<file path="config.mk">
export PLATFORM = sky130hd
export DESIGN_NAME = bus_parity_engine
export DESIGN_NICKNAME = d
export VERILOG_FILES = /design/src/rtl/bpe_pkg.sv /design/src/rtl/bpe_phase_track.sv /design/src/rtl/bpe_par_gen.sv /design/src/rtl/bpe_err_report.sv /design/src/rtl/bus_parity_engine.sv
export SDC_FILE = /design/constraint.sdc
export NUM_CORES = 1
export LEC_CHECK = 0
export CAP_MARGIN = 40
export CORE_UTILIZATION = 38
export CTS_BUF_LIST = sky130_fd_sc_hd__clkbuf_8
export CTS_CLUSTER_DIAMETER = 40
export CTS_CLUSTER_SIZE = 25
export DETAILED_ROUTE_END_ITERATION = 10
export MAX_ROUTING_LAYER = met4
export PLACE_DENSITY_LB_ADDON = 0.1
export SKIP_LAST_GASP = 1
export SLEW_MARGIN = 20
export SYNTH_ARGS = -nofsm -noshare
export SYNTH_HDL_FRONTEND = slang
export SYNTH_HIERARCHICAL = 1
export SYNTH_SLANG_ARGS = --single-unit
</file>
<file path="constraint.sdc">
create_clock -name clk -period 1.6 [get_ports clk]
set_input_delay 0.32 -clock clk [delete_from_list [all_inputs] [get_ports clk]]
set_output_delay 0.32 -clock clk [all_outputs]
set_load 0.005 [all_outputs]
</file>
<file path="src/rtl/bpe_pkg.sv">
package bpe_pkg;
  localparam int CMD_W = 4;
  localparam logic [CMD_W-1:0] CMD_SPECIAL = 4'b0001;

  // check qualifiers captured in the cycle that carries the data
  typedef struct packed {
    logic addr_chk;
    logic data_perr;
    logic data_serr;
  } chk_flags_t;

  function automatic logic is_special(input logic [CMD_W-1:0] cmd);
    return cmd == CMD_SPECIAL;
  endfunction
endpackage

</file>
<file path="src/rtl/bpe_phase_track.sv">
module bpe_phase_track
  import bpe_pkg::*;
#(
  parameter int BE_W = 4
) (
  input  logic            clk,
  input  logic            rst_n,
  input  logic            frame_n,
  input  logic            irdy_n,
  input  logic            trdy_n,
  input  logic [BE_W-1:0] cbe_n,
  output logic            addr_ph,
  output logic            xfer,
  output logic            cmd_special
);
  logic            idle_q;
  logic [BE_W-1:0] cmd_q;

  assign addr_ph     = !frame_n && idle_q;
  assign xfer        = !irdy_n && !trdy_n && !addr_ph;
  assign cmd_special = is_special(CMD_W'(cmd_q));

  always_ff @(posedge clk or negedge rst_n) begin
    if (!rst_n) begin
      idle_q <= 1'b1;
      cmd_q  <= '0;
    end else begin
      idle_q <= frame_n && irdy_n;
      if (addr_ph) cmd_q <= cbe_n;
    end
  end

  AST_ADDR_NOT_BACK_TO_BACK: assert property (@(posedge clk) disable iff (!rst_n)
    addr_ph |=> !addr_ph);
endmodule

</file>
<file path="src/rtl/bpe_par_gen.sv">
module bpe_par_gen #(
  parameter int AD_W = 32,
  parameter int BE_W = 4
) (
  input  logic            clk,
  input  logic            rst_n,
  input  logic [AD_W-1:0] ad,
  input  logic [BE_W-1:0] cbe_n,
  input  logic            drv_ad,
  output logic            par_out,
  output logic            par_oe
);
  localparam int LANE_W = AD_W / BE_W;

  logic [BE_W-1:0] lane_par;
  logic            par_calc;

  for (genvar g = 0; g < BE_W; g++) begin : g_lane
    assign lane_par[g] = ^{ad[g*LANE_W +: LANE_W], cbe_n[g]};
  end

  assign par_calc = ^lane_par;

  always_ff @(posedge clk or negedge rst_n) begin
    if (!rst_n) begin
      par_out <= 1'b0;
      par_oe  <= 1'b0;
    end else begin
      par_out <= par_calc;
      par_oe  <= drv_ad;
    end
  end

  AST_PAR_EVEN: assert property (@(posedge clk) disable iff (!rst_n)
    par_oe |-> (($countones({$past(ad), $past(cbe_n), par_out}) % 2) == 0));
  AST_PAR_OE_LAG: assert property (@(posedge clk) disable iff (!rst_n)
    drv_ad |=> par_oe);
endmodule

</file>
<file path="src/rtl/bpe_err_report.sv">
module bpe_err_report
  import bpe_pkg::*;
(
  input  logic clk,
  input  logic rst_n,
  input  logic par_in,
  input  logic par_ref,
  input  logic addr_ph,
  input  logic xfer,
  input  logic cmd_special,
  input  logic drv_ad,
  input  logic claim,
  input  logic devsel_n,
  output logic perr_n_out,
  output logic perr_oe,
  output logic serr_pd
);
  chk_flags_t flags_d, flags_q;
  logic par_mismatch;
  logic dperr_hit;
  logic serr_hit;
  logic perr_low_q, perr_hi_q, serr_q;

  always_comb begin
    flags_d.addr_chk  = addr_ph && !drv_ad;
    flags_d.data_serr = xfer && !drv_ad && cmd_special;
    flags_d.data_perr = xfer && !drv_ad && !cmd_special && claim && !devsel_n;
  end

  assign par_mismatch = par_in ^ par_ref;
  assign dperr_hit    = flags_q.data_perr && par_mismatch;
  assign serr_hit     = (flags_q.addr_chk || flags_q.data_serr) && par_mismatch;

  always_ff @(posedge clk or negedge rst_n) begin
    if (!rst_n) begin
      flags_q    <= '0;
      perr_low_q <= 1'b0;
      perr_hi_q  <= 1'b0;
      serr_q     <= 1'b0;
    end else begin
      flags_q    <= flags_d;
      perr_low_q <= dperr_hit;
      perr_hi_q  <= perr_low_q && !dperr_hit;
      serr_q     <= serr_hit && !serr_q;
    end
  end

  assign perr_n_out = !perr_low_q;
  assign perr_oe    = perr_low_q || perr_hi_q;
  assign serr_pd    = serr_q;

  AST_PERR_HIGH_AFTER_LOW: assert property (@(posedge clk) disable iff (!rst_n)
    (perr_oe && !perr_n_out) |=> perr_oe);
  AST_PERR_RELEASE: assert property (@(posedge clk) disable iff (!rst_n)
    (perr_oe && perr_n_out) |=> (!perr_oe || !perr_n_out));
  AST_SERR_SINGLE: assert property (@(posedge clk) disable iff (!rst_n)
    serr_pd |=> !serr_pd);
  AST_SERR_EXCLUDES_PERR: assert property (@(posedge clk) disable iff (!rst_n)
    serr_pd |-> !(perr_oe && !perr_n_out));
  AST_PERR_FROM_QUALIFIED: assert property (@(posedge clk) disable iff (!rst_n)
    (perr_oe && !perr_n_out) |-> $past(flags_q.data_perr));
endmodule

</file>
<file path="src/rtl/bus_parity_engine.sv">
module bus_parity_engine #(
  parameter int AD_W = 32,
  parameter int BE_W = 4
) (
  input  logic            clk,
  input  logic            rst_n,
  input  logic [AD_W-1:0] ad_in,
  input  logic [BE_W-1:0] cbe_n_in,
  input  logic            par_in,
  input  logic            frame_n,
  input  logic            irdy_n,
  input  logic            trdy_n,
  input  logic            devsel_n,
  input  logic            drv_ad,
  input  logic            claim,
  output logic            par_out,
  output logic            par_oe,
  output logic            perr_n_out,
  output logic            perr_oe,
  output logic            serr_pd
);
  logic addr_ph;
  logic xfer;
  logic cmd_special;

  bpe_phase_track #(.BE_W(BE_W)) u_track (
    .clk         (clk),
    .rst_n       (rst_n),
    .frame_n     (frame_n),
    .irdy_n      (irdy_n),
    .trdy_n      (trdy_n),
    .cbe_n       (cbe_n_in),
    .addr_ph     (addr_ph),
    .xfer        (xfer),
    .cmd_special (cmd_special)
  );

  bpe_par_gen #(.AD_W(AD_W), .BE_W(BE_W)) u_gen (
    .clk     (clk),
    .rst_n   (rst_n),
    .ad      (ad_in),
    .cbe_n   (cbe_n_in),
    .drv_ad  (drv_ad),
    .par_out (par_out),
    .par_oe  (par_oe)
  );

  bpe_err_report u_err (
    .clk         (clk),
    .rst_n       (rst_n),
    .par_in      (par_in),
    .par_ref     (par_out),
    .addr_ph     (addr_ph),
    .xfer        (xfer),
    .cmd_special (cmd_special),
    .drv_ad      (drv_ad),
    .claim       (claim),
    .devsel_n    (devsel_n),
    .perr_n_out  (perr_n_out),
    .perr_oe     (perr_oe),
    .serr_pd     (serr_pd)
  );

  AST_PERR_NEEDS_CLAIM: assert property (@(posedge clk) disable iff (!rst_n)
    (perr_oe && !perr_n_out) |-> ($past(claim, 2) && !$past(devsel_n, 2)));
  AST_PERR_NOT_WHILE_DRIVING: assert property (@(posedge clk) disable iff (!rst_n)
    (perr_oe && !perr_n_out) |-> !$past(drv_ad, 2));
endmodule

</file>
==> summary by stage, run 1 <==
Yosys
The register bit total from synthesis is 13. The synthesized design spends more area on one cell type than any other, namely dfrtp_1. The synthesized netlist contains 19 unique library cells.

In this run the biggest area consumer among cell types represents 37.1% of the synthesized area. The count of synthesis-stage warnings from yosys is 6. The cell area that synthesis handed to floorplanning was 810 um^2. A synthesized cell averages 12.1 um^2. In the post-synthesis netlist, the biggest area contributors are dfrtp_1 37%, xnor2_1 31%, mux2_4 7.4%, xor2_1 5.4%, dfstp_2 3.2%. The share of synthesized area occupied by flip-flops and latches is 40.3%. The post-synthesis net count is 112.

In the synthesized netlist, the number of instances is 67.

Setup path
The critical path starts at ad_in[10]. STA puts the critical path data arrival time at 1.65 ns. In this run the critical register-to-register path is launched from u_track/idle_q$_DFF_PN1_. The setup slack of the worst register-to-register path is 0.38 ns. The worst setup path is launched from a primary input. The path type of the worst setup path is primary input to flip-flop. In this run the worst setup path terminates at u_gen/par_out$_DFF_PN0_. The endpoint identified for the worst register-to-register timing path is u_track/cmd_q[2]$_DFFE_PN0P_. The maximum net fanout on the critical path is 1. Counting cells, the worst reg-to-reg path comes to 3. Data on the critical path is required at its endpoint by 1.72 ns. The endpoint type of the worst setup path is a flip-flop.

Route
The starting DRC count in detailed routing is 4. The detail-routed via count per cell is 4.37. The remaining antenna violation count is 0. The average wire per cell in the routed design is 10.5 um. The first TritonRoute pass finished after 3 iterations.

The count of vias placed by the detailed router is 660. The count of unresolved DRC violations after routing is 0. The total detailed-routing wirelength is 1590 um.

Floorplanning
The chip width is 48.2 um. Pin placement for this block handled 50 I/O pins. The core region is 0.00198 mm^2. The die covers 0.00232 mm^2.

The site row count is 16. For this configuration, the core starts out at a cell density of 40.8%. The die is 48.2 um tall.

Placed design
The final weighted congestion in routability-driven placement is 0.659. The detailed placement HPWL is 1330 um. The placed instances occupy a cell area of 0.00136 mm^2.

The number of I/O port buffers is 49.

STA
Setup violations remaining at the end of the flow were counted as 0. The number of hold violations in the final report was 0. The pin slew with the least headroom to its limit is 0.558 ns. In this run the tightest slew margin relative to its limit is 62.7%. The fmax is 0.653 GHz. Summed over all failing endpoints, the final setup total negative slack is 0 ns. The number of pins exceeding their max-slew limit in the final report is 0.

The maximum clock skew at final layout is 0.00161 ns. Across all hold checks on the routed design, the worst slack comes to 0.427 ns. The routed design could run at a clock period as short as 1.53 ns. The post-route fraction of the period consumed by the critical path is 95.7%.

Clock tree
After clock tree synthesis, the clock-pin slew on the worst setup and hold paths is 0.05 ns. The count of hold-fix buffers inserted at cts is 0. The insertion delay to the later sink of the worst-skew pair is 0.24 ns.

The root cell of the clock tree is clkbuf_8. The sink count of the clock tree is 13. The number of buffers on the longest clock path is 2. CTS built an H-tree with a depth of 1.

The number of buffers created by CTS is 3. TritonCTS built the clock tree.

Pwr
The sequential power share is 34.2%. The cell-internal power is 870 uW. Combinational logic is responsible for 41.7% of the overall power. Summed over all nets, the switching power comes to 285 uW. Summed over all cells, the static leakage comes to 0.000716 uW. The highest ir drop seen on vdd is 674 uV.

The clock group share of total power is 24.0%. The total chip power is 1150 uW. Power spread over the standard cell area amounts to 798 mW/mm^2. Of the total power, the share spent switching nets is 24.7%.

GRT
After global routing the overflow that remains totals 0. Entering global routing, the biggest net connects 14 pins. The initial antenna violation count is 0. The first-pass GRT wire length is 2190 um.

Global routing used 14.4% of the available tracks across all layers. The via count of the first global-routing pass is 579.

Layout
The multi-input combinational cells in the finished layout cover a total of 494 um^2. In the final layout, the share of cells above drive strength 1 is 15.3%. The number of antenna diodes in the final layout is 0. The commonest non-fill, non-tap cell in the layout is clkdlybuf4s50_1. The layout has 151 filler cells. In the final design database the tool counted 170 nets. The post-route standard cell area excluding fillers is 0.00145 mm^2. The area growth from synthesis to layout is 78.8%. In the final layout, flip-flops and latches occupy 327 um^2. The library cells used most frequently in the layout, excluding fill and tap cells, are 29 x clkdlybuf4s50_1, 25 x xnor2_1, 12 x dfrtp_1, 10 x dlymetal6s2s_1, 10 x dlygate4sd2_1. The final core utilization is 73.0%.

Worst hold path
The kind of path behind the tightest hold check is flip-flop to flip-flop.

Run
The count of maximum capacitance violations is 0.

Run status
The flow ran to the end, and the final reports show no timing, DRC or antenna violations.
==> routing by layer <==
metal | vias to the layer above | global-route usage [%] | routed length, um
li1 | 327 | - | -
met5 | - | - | 0
met3 | 2 | 5.56 | 102
met1 | 302 | 14.7 | 565
met2 | 29 | 25.9 | 915
met4 | 0 | 3.33 | 6
==> how the worst min path moves through the flow <==
stage	start	to	slack, ns	cells after the start
after global placement	u_err/flags_q[1]$_DFF_PN0_	u_err/perr_hi_q$_DFF_PN0_	0.42	1
after global routing	u_err/flags_q[1]$_DFF_PN0_	u_err/perr_hi_q$_DFF_PN0_	0.44	1
after CTS	u_err/flags_q[1]$_DFF_PN0_	u_err/perr_hi_q$_DFF_PN0_	0.43	1
final	u_err/flags_q[1]$_DFF_PN0_	u_err/perr_hi_q$_DFF_PN0_	0.43	1
after floorplan	rst_n	u_err/flags_q[0]$_DFF_PN0_	0.02	0
after detailed placement	u_err/flags_q[1]$_DFF_PN0_	u_err/perr_hi_q$_DFF_PN0_	0.42	1
==> kinds of logic (layout without fill, tap and decap cells) <==
family | Yosys count | in the layout | synth area share, %
simple gates | 10 | 10 | 8.50
xor+xnor | 35 | 35 | 39.6
mux | 4 | 4 | 7.42
compound gates | 2 | 2 | 1.85
buf+inv | 3 | 60 | 2.32
flops | 13 | 13 | 40.3
==> metrics by stage <==
step,setup WS [ns],instances
floorplan,0.172,67
global placement,-0.329,147
detailed placement,-0.368,147
CTS,-0.0585,151
global route,-0.000987,151
finish,0.0693,151
==> critical path, stage by stage <==
cell and delay [ns]:
clkdlybuf4s50_1 0.44, xnor2_2 0.15, xnor2_1 0.21, xnor2_1 0.15, xnor3_1 0.25, xnor2_1 0.13
==> power by group through the flow <==
| stage | combinational (uW) | sequential, uW | clock (uW) |
|---|---|---|---|
| floorplan | 296 | 398 | 0 |
| global placement | 480 | 400 | 0 |
| detailed placement | 488 | 400 | 0 |
| CTS | 485 | 395 | 284 |
| global route | 526 | 399 | 301 |
| finish | 482 | 395 | 278 |
==> repair_timing <==
item                       CTS  global route
buffers inserted             0             0
resized for setup           11            13
pin swaps                   10            11
setup endpoints to repair    2             1
==> registers in the layout, indices dropped and copies added (netlist names) <==
signal	flops
u_err/serr_pd	1
u_gen/par_oe	1
u_gen/par_out	1
u_track/cmd_q	4
u_err/flags_q	3
u_track/idle_q	1
u_err/perr_hi_q	1
u_err/perr_low_q	1
==> cell usage after synthesis <==
cell	number
xnor2_1	29
dfrtp_1	12
xor2_1	5
mux2_4	4
inv_1	2
nor2b_1	2
a21oi_1	1
and2_1	1
and2_2	1
and3b_1	1
and4b_1	1
buf_6	1
dfstp_2	1
nor2_1	1
nor3_1	1
nor4b_1	1
o211a_1	1
or2_2	1
xnor3_1	1
==> area by class of cell <==
cell class              count  share of cell area (%)
flip-flops and latches     13                    22.6
multi-input cells          51                    34.1
inverters                   2                   0.519
repair buffers             54                    37.3
clock inverters             1                   0.259
clock buffers               3                    2.85
well taps                  27                    2.33
No activity file was read; power rests on OpenSTA's default activity.
==> run 2, diff against run 1 <==
Settings changed: CTS_CLUSTER_DIAMETER 40 to 60, MAX_ROUTING_LAYER met4 to not set.
==> run 2 against run 1 <==
Net effect: critical path depth did not move; final area did not move; combinational power barely moved; utilization did not move; power did not move; global-route usage fell by 0.45 points; largest power group unchanged.
==> summary by stage, run 2 (synthesis results as in run 1) <==
Setup path
The logic depth of the worst register-to-register path is 3 (unchanged). The destination of the worst register-to-register timing path is u_track/cmd_q[2]$_DFFE_PN0P_ (unchanged). The endpoint type of the worst setup path is a flip-flop (unchanged). The setup slack of the worst register-to-register path is 0.38 ns (about the same).

The path type of the worst setup path is primary input to flip-flop (unchanged). The worst stage delay on the critical path is 0.44 ns (about the same). Crit-path cells: clkdlybuf4s50_1 > xnor2_2 > xnor2_1 > xnor2_1 > xnor3_1 > xnor2_1 (unchanged). The library cell appearing most often on the critical path is xnor2_1 (unchanged). The master of the slowest instance on the critical path is clkdlybuf4s50_1 (unchanged). The reg-to-reg critical path startpoint is u_track/idle_q$_DFF_PN1_ (unchanged). The kind of launch point of the worst setup path was a primary input (unchanged). The required time of the critical path is 1.72 ns (about the same). The sum of buffers and inverters on the critical path came to 1 (unchanged). The maximum net fanout on the critical path is 1 (unchanged). The cell class contributing the biggest share of worst-path delay is XOR/XNOR gates (unchanged). The data arrival time of the critical path was 1.65 ns (about the same).

GRT
The overflow left after global routing is 0 (unchanged). The total global routing track utilization came to 14.0% (was 14.4%). The first-pass GRT wire length is 2200 um (was 2190 um). The pin count of the biggest net entering global routing is 14 (unchanged). The via count of the first global-routing pass was 579 (unchanged). The initial antenna violation count was 0 (unchanged).

Floorplanning
The placeable core region is 0.00198 mm^2 (unchanged). The total die area is 0.00232 mm^2 (unchanged). The die boundary height is 48.2 um (unchanged). The site row count is 16 (unchanged). The initial cell density of the core is 40.8% (unchanged). The chip width was 48.2 um (unchanged). The number of ports placed on the die boundary was 50 (unchanged).

Pwr
The clock group share of total power is 24.0% (about the same). The switching power is 285 uW (about the same). The cell-internal power is 870 uW (unchanged). The switching part of the total power is 24.7% (about the same). The static power due to leakage is 0.000716 uW (unchanged).

The ratio of total power to cell area is 798 mW/mm^2 (unchanged). The sequential power share is 34.2% (about the same). The proportion of power drawn by combinational gates is 41.7% (about the same). The highest ir drop seen on vdd was 674 uV (about the same).

Layout
The fill cell total of the finished layout was 151 (unchanged). The final-stage net count is 170 (unchanged). The register ranked first by flip-flop count is u_track/cmd_q (unchanged). The register area came to 327 um^2 (unchanged).

The post-route standard cell area excluding fillers is 0.00145 mm^2 (unchanged). Largest registers: u_track/cmd_q (4), u_err/flags_q (3) (unchanged). The area growth from synthesis to layout was 78.8% (unchanged). Highest-count cells in the layout ignoring fill and taps: 29 x clkdlybuf4s50_1, 25 x xnor2_1, 12 x dfrtp_1, 10 x dlymetal6s2s_1, 10 x dlygate4sd2_1 (unchanged). The number of flip-flops in the largest register is 4 (unchanged).

The area of the multi-input gates is 494 um^2 (unchanged). The count of antenna diodes in the layout was 0 (unchanged). The fraction of final layout cells with drive strength greater than 1 is 15.3% (unchanged). The commonest non-fill, non-tap cell in the layout is clkdlybuf4s50_1 (unchanged). The final core utilization is 73.0% (unchanged).

Worst hold path
The number of cells traversed by the worst hold path is 1 (unchanged). The hold path endpoint is u_err/perr_hi_q$_DFF_PN0_ (unchanged). The kind of path behind the tightest hold check was flip-flop to flip-flop (unchanged). The worst hold path startpoint was u_err/flags_q[1]$_DFF_PN0_ (unchanged).

STA
The maximum clock skew at final layout is 0.00161 ns (unchanged). The worst-case headroom to the max-slew limit is 62.7% (unchanged). The pin slew with the least headroom to its limit was 0.558 ns (unchanged). The number of hold violations in the final report was 0 (unchanged). The total setup violations reported at the end of the flow is 0 (unchanged). The setup TNS is 0 ns (unchanged).

The post-layout minimum cycle time is 1.53 ns (about the same). The hold slack is 0.427 ns (unchanged). The number of pins exceeding their max-slew limit in the final report came to 0 (unchanged). The fmax is 0.653 GHz (unchanged). The post-route fraction of the period consumed by the critical path is 95.7% (about the same).

Placed design
The number of I/O port buffers is 49 (unchanged). The detailed placement HPWL is 1330 um (unchanged). The final weighted congestion in routability-driven placement is 0.653 (was 0.659). The post-placement cell area is 0.00136 mm^2 (unchanged).

Route
The met1 routed wirelength after detailed routing is 565 um (unchanged). The total detailed-routing wirelength came to 1590 um (unchanged). The wire length on met2 is 915 um (unchanged).

The top layer used by detailed routing was met4 (unchanged). The remaining antenna violation count was 0 (unchanged). The starting DRC count in detailed routing is 4 (unchanged). The count of vias placed by the detailed router is 660 (unchanged). The average wire per cell in the routed design came to 10.5 um (unchanged). The count of unresolved DRC violations after routing is 0 (unchanged). The detail-routed via count per cell came to 4.37 (unchanged). The number of iterations in the first detailed-routing pass was 3 (unchanged). The routed length on met3 is 102 um (unchanged).

Clock tree
The number of buffers created by CTS came to 3 (unchanged). The number of buffers on the longest clock path came to 2 (unchanged). The CTS tree is done (unchanged). The sink count of the clock tree was 13 (unchanged). The root cell of the clock tree is clkbuf_8 (unchanged). The count of hold-fix buffers inserted at cts was 0 (unchanged).

The insertion delay to the later sink of the worst-skew pair came to 0.24 ns (about the same). The post-CTS setup buffer count is 0 (unchanged). The H-tree level count is 1 (unchanged). The post-CTS clock slew at the launch and capture registers of the worst setup and hold paths came to 0.05 ns (about the same).

Run
The count of maximum capacitance violations is 0 (unchanged).

Run status
Run status: completed (unchanged).
-- run 2: cell counts in the layout (fill, tap and decap cells not counted) --
Identical to the previous run, type by type.
-- run 2: layer usage --
metal | vias to the layer above | GRT usage, %
met4 | 0 | 3.33
met3 | 2 | 5.56
met2 | 29 | 25.9
li1 | 327 | -
met1 | 302 | 14.7
met5 | - | 0
-- run 2: worst max path at each step --
stage               slack (ns)        start  depth (start not counted)                 endpoint
finish                    0.07    ad_in[10]                          6  u_gen/par_out$_DFF_PN0_
global route            -0.001    ad_in[10]                          6  u_gen/par_out$_DFF_PN0_
CTS                      -0.06  cbe_n_in[1]                          6  u_gen/par_out$_DFF_PN0_
detailed placement       -0.37  cbe_n_in[0]                          6  u_gen/par_out$_DFF_PN0_
global placement         -0.33     ad_in[1]                          6  u_gen/par_out$_DFF_PN0_
floorplan                 0.17    ad_in[28]                          5  u_gen/par_out$_DFF_PN0_
-- run 2: worst register-to-register path, cell delays in order (launching register included) --
cell	delay, ns
dfstp_2	0.51
nor2b_1	0.12
buf_4	0.17
mux2_4	0.30
-- run 2: area by class of cell --
class	instances	area share, %
Clock buffer	3	2.85
Clock inverter	1	0.259
Inverter	2	0.519
Multi-Input combinational cell	51	34.1
Sequential cell	13	22.6
Tap cell	27	2.33
Timing Repair Buffer	54	37.3
-- run 2: through the flow --
| step | worst slack, ns | total power [uW] | cells |
|---|---|---|---|
| after floorplan | 0.172 | 694 | 67 |
| after global placement | -0.329 | 880 | 147 |
| after detailed placement | -0.368 | 888 | 147 |
| after CTS | -0.0585 | 1160 | 151 |
| after global routing | -0.000989 | 1230 | 151 |
| final | 0.0693 | 1150 | 151 |
-- run 2: power groups by stage --
stage               clock network (uW)  logic (uW)  registers [uW]
floorplan                            0         296             398
global placement                     0         480             400
detailed placement                   0         488             400
CTS                                284         485             395
global route                       301         526             399
finish                             278         482             395
-- run 2: repair_timing --
| action | 4_1_cts | 5_1_grt |
|---|---|---|
| gates cloned | 0 | 0 |
| endpoints found under the setup margin | 2 | 1 |
| gates resized for setup | 11 | 13 |
| pin swaps | 10 | 11 |
==> run 3, diff against run 2 <==
Settings changed: GPL_TIMING_DRIVEN set to 1.
==> results of run 3 <==
Same layout as run 2: the final DEF is identical, and so are final timing and power.
